## src/rtl/lcdc_pkg.sv

```systemverilog
package lcdc_pkg;

    localparam int DW       = 32;
    localparam int AW       = 12;
    localparam int WORD_W   = AW - 2;
    localparam int PAL_IW   = 7;
    localparam int ID_IW    = 3;
    localparam int COLF_W   = 6;
    localparam int ROWF_W   = 10;
    localparam int GEO_W    = 11;

    localparam int CTL_EN    = 0;
    localparam int CTL_DLSB  = 1;
    localparam int CTL_BGR   = 8;
    localparam int CTL_BEB   = 9;
    localparam int CTL_BEP   = 10;
    localparam int CTL_PWR   = 11;

    typedef enum logic [3:0] {
        KIND_NONE,
        KIND_TIMING,
        KIND_UPBASE,
        KIND_LPBASE,
        KIND_MASK,
        KIND_CTRL,
        KIND_RAW,
        KIND_MASKED,
        KIND_CLEAR,
        KIND_UPCUR,
        KIND_LPCUR,
        KIND_PAL,
        KIND_ID
    } acc_kind_e;

    typedef struct packed {
        acc_kind_e          kind;
        logic [ID_IW-1:0]   sub;
    } acc_dec_t;

endpackage

```

## src/rtl/lcdc_decode.sv

```systemverilog
module lcdc_decode
    import lcdc_pkg::*;
#(
    parameter bit ALT_MAP = 1'b0
) (
    input  logic [WORD_W-1:0] word,
    output acc_dec_t          dec
);

    localparam acc_kind_e KIND_AT6 = ALT_MAP ? KIND_CTRL : KIND_MASK;
    localparam acc_kind_e KIND_AT7 = ALT_MAP ? KIND_MASK : KIND_CTRL;

    always_comb begin
        dec.sub  = word[ID_IW-1:0];
        dec.kind = KIND_NONE;
        if (word[WORD_W-1:WORD_W-3] == 3'b001) begin
            dec.kind = KIND_PAL;
        end else if (word[WORD_W-1:ID_IW] == '1) begin
            dec.kind = KIND_ID;
        end else begin
            case (word)
                10'd0, 10'd1, 10'd2, 10'd3: dec.kind = KIND_TIMING;
                10'd4:   dec.kind = KIND_UPBASE;
                10'd5:   dec.kind = KIND_LPBASE;
                10'd6:   dec.kind = KIND_AT6;
                10'd7:   dec.kind = KIND_AT7;
                10'd8:   dec.kind = KIND_RAW;
                10'd9:   dec.kind = KIND_MASKED;
                10'd10:  dec.kind = KIND_CLEAR;
                10'd11:  dec.kind = KIND_UPCUR;
                10'd12:  dec.kind = KIND_LPCUR;
                default: dec.kind = KIND_NONE;
            endcase
        end
    end

endmodule

```

## src/rtl/lcdc_geometry.sv

```systemverilog
module lcdc_geometry
    import lcdc_pkg::*;
(
    input  logic [COLF_W-1:0] col_field,
    input  logic [ROWF_W-1:0] row_field,
    output logic [GEO_W-1:0]  cols,
    output logic [GEO_W-1:0]  rows
);

    localparam int CSUM_W = COLF_W + 1;

    logic [CSUM_W-1:0] col_units;

    always_comb begin
        col_units = CSUM_W'(col_field) + CSUM_W'(1);
        cols      = {col_units, 4'b0000};
        rows      = GEO_W'(row_field) + GEO_W'(1);
    end

endmodule

```

## src/rtl/lcdc_id_rom.sv

```systemverilog
module lcdc_id_rom
    import lcdc_pkg::*;
#(
    parameter bit ALT_MAP = 1'b0
) (
    input  logic [ID_IW-1:0] idx,
    output logic [7:0]       id_byte
);

    logic [7:0] tail_byte;

    always_comb begin
        case (idx)
            3'd3:    tail_byte = 8'h00;
            3'd4:    tail_byte = 8'hE5;
            3'd5:    tail_byte = 8'h7D;
            3'd6:    tail_byte = 8'h90;
            default: tail_byte = 8'h4B;
        endcase
    end

    generate
        if (ALT_MAP) begin : g_alt
            always_comb begin
                case (idx)
                    3'd0:    id_byte = 8'h3B;
                    3'd1:    id_byte = 8'h1C;
                    3'd2:    id_byte = 8'h22;
                    default: id_byte = tail_byte;
                endcase
            end
        end else begin : g_base
            always_comb begin
                case (idx)
                    3'd0:    id_byte = 8'h3A;
                    3'd1:    id_byte = 8'h1C;
                    3'd2:    id_byte = 8'h02;
                    default: id_byte = tail_byte;
                endcase
            end
        end
    endgenerate

endmodule

```

## src/rtl/lcdc_regs.sv

```systemverilog
module lcdc_regs
    import lcdc_pkg::*;
#(
    parameter bit ALT_MAP = 1'b0,
    parameter int NIRQ    = 4
) (
    input  logic              clk,
    input  logic              rst_n,
    input  logic              bus_sel,
    input  logic              bus_we,
    input  logic [AW-1:0]     bus_addr,
    input  logic [DW-1:0]     bus_wdata,
    output logic [DW-1:0]     bus_rdata,
    output logic              bus_err,
    input  logic [NIRQ-1:0]   irq_evt,
    output logic              pal_sel,
    output logic              pal_we,
    output logic [PAL_IW-1:0] pal_idx,
    output logic [DW-1:0]     pal_wdata,
    input  logic [DW-1:0]     pal_rdata,
    output logic              irq,
    output logic              lcd_on,
    output logic [2:0]        depth_mode,
    output logic              bgr_order,
    output logic              be_bytes,
    output logic              be_pixels,
    output logic [GEO_W-1:0]  active_cols,
    output logic [GEO_W-1:0]  active_rows,
    output logic [DW-1:0]     upper_base,
    output logic [DW-1:0]     lower_base
);

    typedef struct packed {
        logic [3:0][DW-1:0] timing;
        logic [DW-1:0]      upbase;
        logic [DW-1:0]      lpbase;
        logic [DW-1:0]      ctrl;
        logic [NIRQ-1:0]    mask;
        logic [NIRQ-1:0]    raw;
        logic [DW-1:0]      rdata;
        logic               err;
    } regs_t;

    regs_t            state_d, state_q;
    acc_dec_t         dec;
    logic [7:0]       id_byte;
    logic [DW-1:0]    rd_val;
    logic [NIRQ-1:0]  clr_bits;
    logic             wr_acc, rd_acc;
    logic             addr_unused;

    assign addr_unused = ^bus_addr[1:0];

    lcdc_decode #(.ALT_MAP(ALT_MAP)) u_decode (
        .word (bus_addr[AW-1:2]),
        .dec  (dec)
    );

    lcdc_id_rom #(.ALT_MAP(ALT_MAP)) u_id_rom (
        .idx     (dec.sub),
        .id_byte (id_byte)
    );

    lcdc_geometry u_geometry (
        .col_field (state_q.timing[0][7:2]),
        .row_field (state_q.timing[1][ROWF_W-1:0]),
        .cols      (active_cols),
        .rows      (active_rows)
    );

    assign wr_acc = bus_sel &&  bus_we;
    assign rd_acc = bus_sel && !bus_we;

    always_comb begin
        state_d       = state_q;
        state_d.rdata = '0;
        state_d.err   = 1'b0;
        rd_val        = '0;
        clr_bits      = '0;
        case (dec.kind)
            KIND_TIMING: begin
                rd_val = state_q.timing[dec.sub[1:0]];
                if (wr_acc) state_d.timing[dec.sub[1:0]] = bus_wdata;
            end
            KIND_UPBASE: begin
                rd_val = state_q.upbase;
                if (wr_acc) state_d.upbase = bus_wdata;
            end
            KIND_LPBASE: begin
                rd_val = state_q.lpbase;
                if (wr_acc) state_d.lpbase = bus_wdata;
            end
            KIND_MASK: begin
                rd_val = DW'(state_q.mask);
                if (wr_acc) state_d.mask = bus_wdata[NIRQ-1:0];
            end
            KIND_CTRL: begin
                rd_val = state_q.ctrl;
                if (wr_acc) state_d.ctrl = bus_wdata;
            end
            KIND_RAW:    rd_val = DW'(state_q.raw);
            KIND_MASKED: rd_val = DW'(state_q.raw & state_q.mask);
            KIND_CLEAR: begin
                if (wr_acc) clr_bits = bus_wdata[NIRQ-1:0];
            end
            KIND_UPCUR:  rd_val = state_q.upbase;
            KIND_LPCUR:  rd_val = state_q.lpbase;
            KIND_PAL:    rd_val = pal_rdata;
            KIND_ID:     rd_val = DW'(id_byte);
            default:     state_d.err = bus_sel;
        endcase
        state_d.raw = (state_q.raw & ~clr_bits) | irq_evt;
        if (rd_acc) state_d.rdata = rd_val;
    end

    always_ff @(posedge clk) begin
        if (!rst_n) state_q <= '0;
        else        state_q <= state_d;
    end

    assign bus_rdata  = state_q.rdata;
    assign bus_err    = state_q.err;
    assign pal_sel    = bus_sel && (dec.kind == KIND_PAL);
    assign pal_we     = pal_sel && bus_we;
    assign pal_idx    = bus_addr[PAL_IW+1:2];
    assign pal_wdata  = bus_wdata;
    assign irq        = |(state_q.raw & state_q.mask);
    assign lcd_on     = state_q.ctrl[CTL_EN] & state_q.ctrl[CTL_PWR];
    assign depth_mode = state_q.ctrl[CTL_DLSB+2:CTL_DLSB];
    assign bgr_order  = state_q.ctrl[CTL_BGR];
    assign be_bytes   = state_q.ctrl[CTL_BEB];
    assign be_pixels  = state_q.ctrl[CTL_BEP];
    assign upper_base = state_q.upbase;
    assign lower_base = state_q.lpbase;

    AST_ERR_SINGLE: assert property (@(posedge clk) disable iff (!rst_n)
        (bus_err && !(bus_sel && dec.kind == KIND_NONE)) |=> !bus_err);

    AST_BAD_WRITE_INERT: assert property (@(posedge clk) disable iff (!rst_n)
        (wr_acc && dec.kind == KIND_NONE) |=>
            ($stable(upper_base) && $stable(lower_base) && $stable(lcd_on) && $stable(active_cols)));

    AST_CLEAR_DROPS: assert property (@(posedge clk) disable iff (!rst_n)
        (wr_acc && dec.kind == KIND_CLEAR) |=>
            ((state_q.raw & $past(bus_wdata[NIRQ-1:0]) & ~$past(irq_evt)) == '0));

    AST_RAW_STICKY: assert property (@(posedge clk) disable iff (!rst_n)
        !(wr_acc && dec.kind == KIND_CLEAR) |=>
            ((state_q.raw & $past(state_q.raw)) == $past(state_q.raw)));

    AST_IRQ_NEEDS_MASK: assert property (@(posedge clk) disable iff (!rst_n)
        irq |-> (state_q.mask != '0));

    AST_COLS_FOLLOW: assert property (@(posedge clk) disable iff (!rst_n)
        (wr_acc && dec.kind == KIND_TIMING && dec.sub[1:0] == 2'd0) |=>
            (active_cols == {(7'($past(bus_wdata[7:2])) + 7'd1), 4'b0000}));

    AST_ON_NEEDS_PWR: assert property (@(posedge clk) disable iff (!rst_n)
        lcd_on |-> state_q.ctrl[CTL_PWR]);

    AST_RO_BASE_HOLD: assert property (@(posedge clk) disable iff (!rst_n)
        (wr_acc && (dec.kind == KIND_UPCUR || dec.kind == KIND_LPCUR)) |=>
            ($stable(upper_base) && $stable(lower_base)));

endmodule

```

## config.mk

```make
export PLATFORM = sky130hd
export DESIGN_NAME = lcdc_regs
export DESIGN_NICKNAME = d
export VERILOG_FILES = /design/src/rtl/lcdc_pkg.sv /design/src/rtl/lcdc_decode.sv /design/src/rtl/lcdc_geometry.sv /design/src/rtl/lcdc_id_rom.sv /design/src/rtl/lcdc_regs.sv
export SDC_FILE = /design/constraint.sdc
export NUM_CORES = 1
export LEC_CHECK = 0
export CAP_MARGIN = 20
export CELL_PAD_IN_SITES_DETAIL_PLACEMENT = 0
export CELL_PAD_IN_SITES_GLOBAL_PLACEMENT = 1
export CORE_ASPECT_RATIO = 1.1
export CORE_MARGIN = 3
export CORE_UTILIZATION = 42
export CTS_CLUSTER_SIZE = 10
export DETAILED_ROUTE_END_ITERATION = 10
export DONT_BUFFER_PORTS = 1
export MAX_ROUTING_LAYER = met4
export PLACE_DENSITY = 0.72
export SLEW_MARGIN = 5
export SYNTH_ARGS = -nofsm -noshare
export SYNTH_HDL_FRONTEND = slang
export SYNTH_HIERARCHICAL = 1
export SYNTH_SLANG_ARGS = --single-unit
```

## constraint.sdc

```tcl
create_clock -name clk -period 3.2 [get_ports clk]
set_input_delay 0.32 -clock clk [delete_from_list [all_inputs] [get_ports clk]]
set_output_delay 0.32 -clock clk [all_outputs]
set_load 0.005 [all_outputs]
```

==> results.sh, run 1 <==
export IMPL_grt_pass1_wl_mm=60.0
export IMPL_arrival_ns=3.38
export IMPL_cts_root_buf="clkbuf_16"
export IMPL_final_cell_area_um2=14000
export IMPL_fin_crit_ns=2.94
export IMPL_synth_edff_count=0
export IMPL_drive_gt1_share_pct=10.1
export IMPL_fin_crit_sh_pct=91.8
export IMPL_hold_start="pal_rdata[15]"
export IMPL_portBuffers=0
export IMPL_fmax_mhz=340
export IMPL_ff_latch_area_um2=5310
export IMPL_dr_pass1_iters=5
export IMPL_cts_setup_buffers=0
export IMPL_max_cap_violations=0
export IMPL_die_w_um=174
export IMPL_antenna_found_initial=3
export IMPL_start_kind="input port"
export IMPL_syn_inst=1521
export IMPL_fill_cells=3002
export IMPL_setup_viol=0
export IMPL_dp_hpwl_mm=23.3
export IMPL_syn_area_um2=13000
export IMPL_drtIter0Drc=902
export IMPL_cts_tree="done"
export IMPL_fin_worst_skew_ns=0.0102
export IMPL_seqPwrFrac_pct=45.2
export IMPL_ys_seq_area_share_pct=40.7
export IMPL_clockPowerShare_pct=50.1
export IMPL_critPathSlowestCell="nor4_4"
export IMPL_leakagePower_nw=4.51
export IMPL_critPathMaxFanout=17
export IMPL_p_per_area_nw_per_um2=524
export IMPL_ios=252
export IMPL_worstPathCellList="and4_1 -> nand4_1 -> o21ai_1 -> nand4bb_4 -> nor4_4 -> buf_4 -> nand2_1 -> a21boi_1 -> dlygate4sd3_1"
export IMPL_critical_path_class="input port to flop"
export IMPL_worst_slew_pin_slew_ns=1.03
export IMPL_postCtsHoldBufs=68
export IMPL_setup_tns_ns=0
export IMPL_startpoint="bus_addr[8]"
export IMPL_comb_power_share_pct=4.7
export IMPL_grt_ovfl_total=0
export IMPL_r2r_cells=3
export IMPL_numCtsBuffers=34
export IMPL_rows=67
export IMPL_crit_family="simple AND/OR/NAND/NOR gates"
export IMPL_ys_ff_latch=265
export IMPL_vias=10100
export IMPL_wire_per_inst_um=21.1
export IMPL_crit_cells=9
export IMPL_slew_headroom_pct=31.1
export IMPL_switching_share_pct=21.3
export IMPL_drcViolationCount=0
export IMPL_syn_avg_cell_area_um2=8.57
export IMPL_holdCritPathClass="input port to flop"
export IMPL_start_util_pct=42.7
export IMPL_cpPeakStageDelay_ns=0.87
export IMPL_core_area_um2=30500
export IMPL_cts_sinks=265
export IMPL_die_area_um2=33200
export IMPL_drt_wl_total_mm=38.7
export IMPL_rsz0062_at_grt="no"
export IMPL_multi_input_area_um2=6120
export IMPL_vias_per_cell=5.48
export IMPL_worstPathRequired_ns=3.64
export IMPL_post_cts_resized=0
export IMPL_die_height_um=191
export IMPL_synth_distinct_cells=54
export IMPL_grt_max_degree=189
export IMPL_switchingPower_w=0.00157
export IMPL_ys_async_sr_fraction_pct=0
export IMPL_dpl_cell_area_um2=12300
export IMPL_rrSetupSlack_ns=1.54
export IMPL_finalMaxSlewViolations=0
export IMPL_path_buf_inv=2
export IMPL_clkTransAtPathRegs_ns=0.05
export IMPL_min_path_cells=2
export IMPL_htree_levels=2
export IMPL_synth_ff_type="dfxtp_1"
export IMPL_clk_latency_ns=0.50
export IMPL_syn_to_final_growth_pct=7.85
export IMPL_ir_drop_mv=0.278
export IMPL_synth_warnings=6
export IMPL_cts_max_path_buffers=3
export IMPL_grt_total_usage_pct=23.4
export IMPL_place_congestion=0.803
export IMPL_cell_internal_pwr_w=0.00580
export IMPL_hold_viol_final=0
export IMPL_timing_rr_start="state_q[170]"
export IMPL_fin_nets=1491
export IMPL_grt_pass1_vias=9970
export IMPL_ant_nets=0
export IMPL_status="finished, final reports clean"
export IMPL_worstSetupEndpointType="flop"
## synth_stat cells, types with 9 or more instances
cell | number | area share [%]
buf_4 | 162 | 9.3
o21ai_0 | 9 | 0.35
nor2b_1 | 9 | 0.43
a21boi_1 | 101 | 5.8
mux4_2 | 32 | 5.5
xnor2_1 | 11 | 0.74
a21oi_1 | 12 | 0.46
a21boi_0 | 130 | 7.5
clkbuf_1 | 59 | 1.7
a31oi_1 | 27 | 1.3
nand3_1 | 16 | 0.61
dfxtp_1 | 265 | 41
buf_2 | 28 | 1.1
nand2_1 | 488 | 14
a22oi_1 | 54 | 3.1
## power groups by stage
stage | clock network, W | registers, W | logic [W]
after global placement | 0 | 0.00340 | 0.000185
after floorplan | 0 | 0.00340 | 0.000255
after global routing | 0.00390 | 0.00333 | 0.000372
after detailed placement | 0 | 0.00340 | 0.000187
final | 0.00369 | 0.00333 | 0.000347
after CTS | 0.00378 | 0.00333 | 0.000346
## logic make-up (layout without fill, tap and decap cells)
| group | count (synthesis) | count (layout) | synth area share, % |
|---|---|---|---|
| AO/OA/AOI/OAI | 362 | 362 | 20.5 |
| XOR/XNOR | 14 | 14 | 0.941 |
| adder cells (fa/ha/maj) | 3 | 3 | 0.269 |
| buffers and inverters | 265 | 160 | 12.9 |
| flip-flops | 265 | 265 | 40.7 |
| multiplexers | 36 | 36 | 5.84 |
| other | 1 | 7 | 0.0288 |
| AND/OR/NAND/NOR | 575 | 575 | 18.8 |
## cells in the final DEF (no fill, tap or decap), types with 3 or more instances in the layout
cell type / count
a21boi_0: 130
a21boi_1: 101
a21o_1: 4
a21oi_1: 12
a221oi_1: 3
a222oi_1: 5
a22o_1: 4
a22oi_1: 54
a31o_2: 3
a31oi_1: 27
and2_1: 5
and2_2: 3
and3_1: 5
and3b_1: 3
and4_2: 3
buf_12: 3
buf_4: 32
clkbuf_1: 6
clkbuf_16: 37
clkbuf_8: 4
conb_1: 4
dfxtp_1: 265
diode_2: 3
dlygate4sd3_1: 66
inv_1: 7
mux2i_1: 4
mux4_2: 32
nand2_1: 487
nand3_1: 14
nand3b_1: 8
nand4_1: 6
nor2_1: 7
nor2b_1: 9
o21a_1: 4
o21ai_0: 7
xnor2_1: 11
xor2_1: 3
## sequential cells by signal, indices dropped and copies added (netlist names)
name / cells
state_q: 162
be_pixels: 1
bgr_order: 1
be_bytes: 1
bus_err: 1
bus_rdata: 32
depth_mode: 3
lower_base: 32
upper_base: 32
## worst paths after layout
| kind | end |
|---|---|
| hold reg to reg | state_q[237] |
| setup / recovery | state_q[197] |
| hold / removal | bus_rdata[15] |
| setup reg to reg | bus_rdata[1] |
## stage by stage
stage          setup WS [ns]  cells  util (%)  total power [W]  hold slack [ns]
2_1_floorplan          0.750   1524         -          0.00365            0.428
3_3_place_gp           0.228   1714      40.1          0.00359            0.435
3_5_place_dp           0.229   1714      40.1          0.00359            0.443
4_1_cts                0.305   1832      46.0          0.00746          0.00660
5_1_grt               0.0899   1835      46.0          0.00760          0.00769
6_report               0.263   1836      46.0          0.00737           0.0217
## layer usage
layer  vias to the layer above  wire length [um]  GRT usage [%]
met5                         -                 0              -
li1                       4779                 -              -
met4                         0               855           6.25
met3                        58              2750           4.68
met2                       330             17500           36.7
met1                      4888             17500           31.1
## layout make-up
type | instances | area share (%)
diodes | 3 | 0.0534
clock buffers | 47 | 7.14
clock inverters | 3 | 0.463
inverters | 7 | 0.187
multi-input cells | 994 | 43.6
flip-flops and latches | 265 | 37.8
well taps | 414 | 3.69
repair buffers | 103 | 7.14
No activity file was read; power rests on OpenSTA's default activity.
==> run 2, diff against run 1 <==
--- a/config.mk
+++ b/config.mk
@@ -19,5 +19,4 @@
 export SLEW_MARGIN = 5
 export SYNTH_ARGS = -nofsm -noshare
 export SYNTH_HDL_FRONTEND = slang
-export SYNTH_HIERARCHICAL = 1
 export SYNTH_SLANG_ARGS = --single-unit
==> run 2 against run 1 <==
  * Register-to-register slack lost 0.08 ns
  * Clock skew fell by 0.0041 ns
  * Worst hold slack improved by 0.0079 ns
  * Synthesized cell count grew 0.53%
  * Critical path depth increased by 1
  * Critical endpoint is now state_q[249]
  * Largest power group is now sequential cells
==> results.sh, run 2 <==
export IMPL_fin_worst_skew_ns=0.00612
export IMPL_drtIter0Drc=682
export IMPL_cpPeakStageDelay_ns=0.58
export IMPL_place_congestion=0.862
export IMPL_cts_setup_buffers=0
export IMPL_worstPathRequired_ns=3.64
export IMPL_ant_nets=0
export IMPL_worstSetupEndpointType="flop"
export IMPL_regMostFlops="state_q"
export IMPL_clkTransAtPathRegs_ns=0.05
export IMPL_max_cap_violations=0
export IMPL_critical_path_class="input port to flop"
export IMPL_leakagePower_nw=4.82
export IMPL_fill_cells=2916
export IMPL_synth_most_common_cell="nand2_1"
export IMPL_rsz0062_at_grt="no"
export IMPL_syn_avg_cell_area_um2=8.46
export IMPL_htree_levels=1
export IMPL_setup_tns_ns=0
export IMPL_timing_rr_start="state_q[169]"
export IMPL_slew_headroom_pct=33.8
export IMPL_startpoint="bus_addr[11]"
export IMPL_critPathMaxFanout=40
export IMPL_grt_pass1_vias=10200
export IMPL_ys_ff_latch=265
export IMPL_hold_start="pal_rdata[19]"
export IMPL_holdCritPathClass="input port to flop"
export IMPL_worst_slew_pin_slew_ns=0.993
export IMPL_die_w_um=173
export IMPL_synth_area_leaders="dfxtp_1 (41%), nand2_1 (12%), buf_4 (8.4%)"
export IMPL_dpl_cell_area_um2=12200
export IMPL_yosysTopAreaCellShare_pct=41.0
export IMPL_setup_viol=0
export IMPL_grt_ovfl_total=0
export IMPL_rows=66
export IMPL_rrSetupSlack_ns=1.46
export IMPL_dr_pass1_iters=5
export IMPL_largest_reg_flops=162
export IMPL_portBuffers=0
export IMPL_antenna_cells=0
export IMPL_synth_warnings=0
export IMPL_antenna_found_initial=0
export IMPL_finalPower_w=0.00667
export IMPL_layout_common_cells="nand2_1 (402), dfxtp_1 (265), dlygate4sd3_1 (118)"
export IMPL_cts_sinks=265
export IMPL_clk_latency_ns=0.56
export IMPL_fin_nets=1545
export IMPL_grt_max_degree=216
export IMPL_yosys_top_cells_count="nand2_1 (402), dfxtp_1 (265), buf_4 (145)"
export IMPL_ys_seq_area_share_pct=41.0
export IMPL_min_path_cells=4
export IMPL_vias_per_cell=5.54
export IMPL_syn_inst=1529
export IMPL_cts_max_path_buffers=3
export IMPL_fin_crit_ns=3.05
export IMPL_start_kind="input port"
export IMPL_final_cell_area_um2=14300
export IMPL_grt_pass1_wl_mm=60.7
export IMPL_cts_tree="done"
export IMPL_fin_crit_sh_pct=95.4
export IMPL_drcViolationCount=0
export IMPL_syn_area_um2=12900
export IMPL_finalMaxSlewViolations=0
export IMPL_grt_total_usage_pct=23.9
export IMPL_r2r_cells=4
export IMPL_start_util_pct=43.2
export IMPL_cts_root_buf="clkbuf_16"
export IMPL_syn_to_final_growth_pct=10.5
export IMPL_vias=10400
export IMPL_die_height_um=190
export IMPL_r2r_end="bus_rdata[0]"
export IMPL_layout_commonest_cell="nand2_1"
export IMPL_crit_family="buffers and inverters"
export IMPL_synth_ff_type="dfxtp_1"
export IMPL_ios=252
export IMPL_status="finished, final reports clean"
export IMPL_synth_edff_count=0
export IMPL_drt_wl_total_mm=39.2
export IMPL_dp_hpwl_mm=24.0
export IMPL_synth_area_leader_cell="dfxtp_1"
export IMPL_hold_path_end="bus_rdata[19]"
export IMPL_worstPathCellList="or3b_2 -> o21ai_0 -> nand4b_4 -> buf_4 -> nor3_4 -> buf_4 -> nand3_1 -> dlygate4sd3_1 -> o21ai_0 -> dlygate4sd3_1"
export IMPL_synth_distinct_cells=58
export IMPL_fin_util_pct=47.7
export IMPL_hold_viol_final=0
export IMPL_numCtsBuffers=31
export IMPL_drive_gt1_share_pct=8.87
export IMPL_arrival_ns=3.49
export IMPL_core_area_um2=30000
export IMPL_ys_async_sr_fraction_pct=0
export IMPL_die_area_um2=33000
export IMPL_p_per_area_nw_per_um2=467
export IMPL_fmax_mhz=327
export IMPL_ir_drop_mv=0.366
export IMPL_path_buf_inv=4
export IMPL_critPathSlowestCell="or3b_2"
export IMPL_wire_per_inst_um=20.9
-- run 2: worst max path at each step --
stage                     slack [ns]  cells after the start             to
after floorplan                 0.74                      7  bus_rdata[10]
after global placement          0.50                      8   state_q[177]
after detailed placement        0.47                      8   state_q[181]
after CTS                       0.14                     10   state_q[249]
after global routing           0.005                     10   state_q[248]
final                           0.15                     10   state_q[249]
-- run 2: power by group --
part	total, W	switching, W	internal (W)
clock	0.00310	0.00132	0.00178
sequential	0.00331	0.00000533	0.00331
combinational	0.000264	0.000148	0.000116
-- run 2: per-layer routing --
metal / vias to the layer above / global-route usage (%) / wire length (um)
met4: 0 / 6.27 / 810
met5: - / - / 0
met3: 56 / 4.01 / 2610
met1: 5023 / 30.9 / 17100
li1: 4924 / - / -
met2: 368 / 39.0 / 18700
-- run 2: what timing repair did --
action                                 CTS  global route
resized for setup                        0             1
hold buffers                           119             0
setup endpoints to repair                0             6
endpoints found under the hold margin  233             0
-- run 2: cell type report --
cell class                 count  area, um2  area share [%]
inverter                       5       18.8           0.131
multi-input combinational   1004       6140            43.0
timing repair buffer         152       1470            10.3
clock inverter                 2       17.5           0.123
tap                          408        510            3.57
sequential                   265       5310            37.1
clock buffer                  37        828            5.79
-- run 2: worst register-to-register path, delay by kind of cell (launching register included) --
| kind | cells | cell delay (ns) |
|---|---|---|
| muxes | 1 | 0.49 |
| and+or+nand+nor | 1 | 0.16 |
| DFF | 1 | 0.41 |
| AOI/OAI and AO/OA | 2 | 0.57 |
-- run 2: per-stage QoR --
step                      hold slack, ns  std cells  setup slack [ns]
after detailed placement           0.443       1715             0.472
after CTS                        0.00210       1873             0.138
final                             0.0296       1873             0.146
after floorplan                    0.428       1532             0.739
after global routing              0.0263       1873           0.00510
after global placement             0.433       1715             0.500
-- run 2: kinds of logic after synthesis --
kind of cell    count (synthesis)  synth area share (%)
other cells                     1                0.0290
buf+inv                       263                  12.3
mux                            67                  8.29
simple gates                  618                  21.0
flops                         265                  41.0
compound gates                300                  16.4
xor+xnor                       13                 0.880
fa+ha+maj                       2                 0.193
